### src/rtl/swk_pkg.sv
package swk_pkg;
  localparam int unsigned NUM_SRC = 4;
  localparam int unsigned REG_W   = 8;

  typedef struct packed {
    logic               spare;
    logic [NUM_SRC-1:0] wake_en;
    logic               rsvd;
    logic               pol_hi;
    logic               open_drn;
  } ctrl_t;
endpackage

### src/rtl/swk_ctrl_reg.sv
module swk_ctrl_reg
  import swk_pkg::*;
(
  input  logic             clk_i,
  input  logic             rst_ni,
  input  logic             wr_en_i,
  input  logic [REG_W-1:0] wr_data_i,
  output ctrl_t            ctrl_o
);
  ctrl_t wr_val;

  always_comb begin
    wr_val      = ctrl_t'(wr_data_i);
    wr_val.rsvd = 1'b0;
  end

  always_ff @(posedge clk_i or negedge rst_ni) begin
    if (!rst_ni)      ctrl_o <= '0;
    else if (wr_en_i) ctrl_o <= wr_val;
  end
endmodule

### src/rtl/swk_state.sv
module swk_state
  import swk_pkg::*;
(
  input  logic               clk_i,
  input  logic               rst_ni,
  input  logic               sleep_req_i,
  input  logic [NUM_SRC-1:0] evt_i,
  input  logic [NUM_SRC-1:0] wake_en_i,
  output logic               awake_o,
  output logic [NUM_SRC-1:0] pass_o
);
  logic wake_hit;

  assign pass_o   = awake_o ? evt_i : (evt_i & wake_en_i);
  assign wake_hit = |(evt_i & wake_en_i);

  always_ff @(posedge clk_i or negedge rst_ni) begin
    if (!rst_ni)                   awake_o <= 1'b1;
    else if (awake_o)              awake_o <= ~sleep_req_i;
    else if (wake_hit)             awake_o <= 1'b1;
  end
endmodule

### src/rtl/swk_pin_drv.sv
module swk_pin_drv (
  input  logic asserted_i,
  input  logic pol_hi_i,
  input  logic open_drn_i,
  output logic pin_o,
  output logic oe_o
);
  always_comb begin
    if (open_drn_i) begin
      pin_o = pol_hi_i;
      oe_o  = asserted_i;
    end else begin
      pin_o = asserted_i ~^ pol_hi_i;
      oe_o  = 1'b1;
    end
  end
endmodule

### src/rtl/sleep_wake_irq_ctrl.sv
module sleep_wake_irq_ctrl
  import swk_pkg::*;
#(
  parameter int unsigned NUM_PINS = 2,
  parameter logic [NUM_PINS*NUM_SRC-1:0] PIN_ROUTE = 8'b0101_1010
) (
  input  logic                clk_i,
  input  logic                rst_ni,
  input  logic                wr_en_i,
  input  logic [REG_W-1:0]    wr_data_i,
  output logic [REG_W-1:0]    rd_data_o,
  input  logic                sleep_req_i,
  input  logic [NUM_SRC-1:0]  evt_i,
  output logic                awake_o,
  output logic [NUM_PINS-1:0] pin_o,
  output logic [NUM_PINS-1:0] pin_oe_o
);
  ctrl_t              ctrl;
  logic [NUM_SRC-1:0] pass;

  swk_ctrl_reg u_reg (
    .clk_i, .rst_ni, .wr_en_i, .wr_data_i, .ctrl_o(ctrl)
  );

  swk_state u_state (
    .clk_i, .rst_ni, .sleep_req_i, .evt_i,
    .wake_en_i(ctrl.wake_en), .awake_o, .pass_o(pass)
  );

  assign rd_data_o = ctrl;

  for (genvar p = 0; p < NUM_PINS; p++) begin : g_pin
    logic hit;
    assign hit = |(pass & PIN_ROUTE[p*NUM_SRC +: NUM_SRC]);
    swk_pin_drv u_drv (
      .asserted_i(hit), .pol_hi_i(ctrl.pol_hi), .open_drn_i(ctrl.open_drn),
      .pin_o(pin_o[p]), .oe_o(pin_oe_o[p])
    );
  end
endmodule

### config.mk
export PLATFORM = sky130hd
export DESIGN_NAME = sleep_wake_irq_ctrl
export DESIGN_NICKNAME = d
export VERILOG_FILES = /design/src/rtl/swk_pkg.sv /design/src/rtl/swk_ctrl_reg.sv /design/src/rtl/swk_state.sv /design/src/rtl/swk_pin_drv.sv /design/src/rtl/sleep_wake_irq_ctrl.sv
export SDC_FILE = /design/constraint.sdc
export NUM_CORES = 1
export LEC_CHECK = 0
export BUFFER_PORTS_ARGS = -buffer_cell sky130_fd_sc_hd__buf_2
export CAP_MARGIN = 20
export CORE_AREA = 2 2 39 41
export DETAILED_ROUTE_END_ITERATION = 8
export DIE_AREA = 0 0 41 43
export MAX_ROUTING_LAYER = met4
export PLACE_DENSITY = 0.75
export SETUP_SLACK_MARGIN = 0.15
export SLEW_MARGIN = 20
export SYNTH_ARGS = -nofsm -noshare
export SYNTH_HDL_FRONTEND = slang
export SYNTH_SLANG_ARGS = --single-unit
### constraint.sdc
create_clock -name clk_i -period 2.5 [get_ports clk_i]
set_input_delay 0.25 -clock clk_i [delete_from_list [all_inputs] [get_ports clk_i]]
set_output_delay 0.25 -clock clk_i [all_outputs]
set_load 0.05 [all_outputs]
==> flow_summary.ini <==
[drt]
wl_um = 786
drtPass1Iterations = 2
vias = 338
vias_per_cell = 4.39
ant_nets = 0
wire_per_inst_um = 10.2
drc = 0
drtIter0Drc = 2

[job]
timing.max_cap.violations = 0

[setup_path]
cpPeakStageDelay_ps = 560
cp-endpoint = pin_o[0]
r2r-end = u_state.awake_o
r2r_start = u_state.awake_o
crit_path_end_kind = output port
cp.depth = 4
startpoint = u_state.awake_o
path_buf_inv = 1
criticalPathCategory = flip-flop to output port
critical-path-slowest-cell = dfstp_2
r2r_cells = 2
worstPathCellList = o21ai_0 > nand3b_1 > xnor2_1 > buf_2
startpoint_type = flip-flop
rrSetupSlack_ps = 1670
cp.arrival_ps = 1430
path_max_fanout = 6
critPathRequiredTime_ps = 2250
cp_top_family = flip-flops

[timing]
finalCritPeriodShare_pct = 67.2
tns_ps = 0
hold_viol_final = 0
finalCriticalPeriod_ps = 1680
fmax_ghz = 0.595
finalMaxSlewViolations = 0
timing.hold.ws_ps = 236
setup_viol = 0
clock_skew_ps = 2.34
rsz0062_at_grt = false

[floorplanning]
initial_core_util_pct = 31.5
dieWidth_um = 41
die_h_um = 43
pin_count = 29
row_count = 14
coreArea_sq_um = 1380
die-area_sq_um = 1760

[final_layout]
antenna_cells = 0
area_growth_pct = 29.6
utilization_pct = 40.8
drive_above_1_share_pct = 62.3
fin_area_sq_um = 564
fillers = 149
nets = 78

[clocking]
cts_buffers = 3
clock_sinks = 8
cts_tree = done
hold_buffers = 1
post-cts-setup-buffer-count = 0
cts_resized = 0
ctsHtreeMaxLevel = 1
clk_pin_slew_ps = 50
cts_buffer_depth = 2
insertion_delay_ps = 240
clockRootBuffer = clkbuf_4

[yosys]
synthesis.area_sq_um = 435
synthCells = 38
synth_compound_area_share_pct = 9.48
synth_fp_nets = 54
synthSimpleGateAreaFrac_pct = 7.18
synth.distinct_cells = 16
yosysSeqAreaShare_pct = 46.3
avgSynthCellArea_sq_um = 11.5
yosysWarnings = 0
synth-xor-area-share_pct = 4.02
synth_adder_area_share_pct = 0
synthMuxAreaShare_pct = 18.1
synth_top_family_by_area = multiplexers
ys_ff_latch = 8

[hold_path]
timing.hold.worst.class = input pin to flip-flop

[place]
place_area_sq_um = 528
io_buffers = 26
gp_congestion = 0.576

[grt]
antenna_found_initial = 0
grt_max_degree = 9
grt_pass1_vias = 271
grt_usage_pct = 9.83
grt_overflow = 0
grt_pass1_wl_um = 1080

[power_and_ir_drop]
p_total_uw = 429
ir_drop_mv = 0.310
p_per_area_nw_per_um2 = 760
p_leak_uw = 0.000272

[outcome]
status = complete, no violations
-- worst min path at each step --
stage,slack (ps),endpoint,cells past startpoint,from
2_1_floorplan,-50,u_reg.ctrl_o[0],0,rst_ni
3_3_place_gp,100,u_reg.ctrl_o[6],1,rst_ni
3_5_place_dp,100,u_reg.ctrl_o[6],1,rst_ni
4_1_cts,230,u_reg.ctrl_o[5],2,wr_data_i[5]
5_1_grt,230,u_reg.ctrl_o[3],2,wr_data_i[3]
6_report,240,u_reg.ctrl_o[1],2,wr_data_i[1]
-- registers in the layout, indices dropped and copies added, names as in the netlist --
name / flops
u_reg.ctrl_o: 7
u_state.awake_o: 1
-- Yosys cell counts --
| library cell | instances | area, sq um |
|---|---|---|
| buf_4 | 7 | 52.6 |
| dfrtp_1 | 7 | 175 |
| mux2_2 | 7 | 78.8 |
| nand3_1 | 2 | 10.0 |
| nand3b_1 | 2 | 15.0 |
| o21ai_1 | 2 | 10.0 |
| xnor2_1 | 2 | 17.5 |
| a22oi_1 | 1 | 7.51 |
| a22oi_2 | 1 | 12.5 |
| a31oi_1 | 1 | 6.26 |
| and2_1 | 1 | 6.26 |
| buf_2 | 1 | 5.00 |
| conb_1 | 1 | 3.75 |
| dfstp_2 | 1 | 26.3 |
| inv_1 | 1 | 3.75 |
| o21ai_0 | 1 | 5.00 |
-- power breakdown --
group / internal, uW / switching (uW)
Combinational: 48.1 / 120
Clock: 60.7 / 38.6
Sequential: 146 / 14.7
-- final cells by class --
type | count | area (sq um) | share of cell area (%)
Tap cell | 16 | 20.0 | 3.55
Multi-Input combinational cell | 21 | 173 | 30.6
Inverter | 1 | 3.75 | 0.665
Timing Repair Buffer | 27 | 140 | 24.8
Sequential cell | 8 | 201 | 35.7
Clock buffer | 4 | 26.3 | 4.66
-- placed cells by master (no fill, tap or decap), drive strengths merged, types with 2 or more instances in the layout --
cell    Yosys  layout
clkbuf      0       4
buf         8      26
nand3       2       2
a22oi       2       2
dfrtp       7       7
nand3b      2       2
o21ai       3       3
mux2        7       7
xnor2       2       2
-- layer usage --
| layer | GRT usage (%) | wire length [um] |
|---|---|---|
| met2 | 14.1 | 358 |
| met5 | - | 0 |
| met3 | 3.14 | 88 |
| met1 | 10.5 | 339 |
| met4 | 8.00 | 0 |
-- cell families (layout without fill, tap and decap cells) --
family / after synthesis / after routing
other: 1 / 1
AOI/OAI and AO/OA: 6 / 6
DFF: 8 / 8
and+or+nand+nor: 5 / 5
muxes: 7 / 7
buffers and inverters: 9 / 32
xor gates and xnor gates: 2 / 2
-- per-stage QoR --
| stage | setup slack [ps] | cells |
|---|---|---|
| detailed placement | 1070 | 72 |
| floorplan | 946 | 38 |
| global placement | 1110 | 72 |
| finish | 820 | 77 |
| CTS | 799 | 77 |
| global route | 744 | 77 |
(Power assumes the default switching activity.)
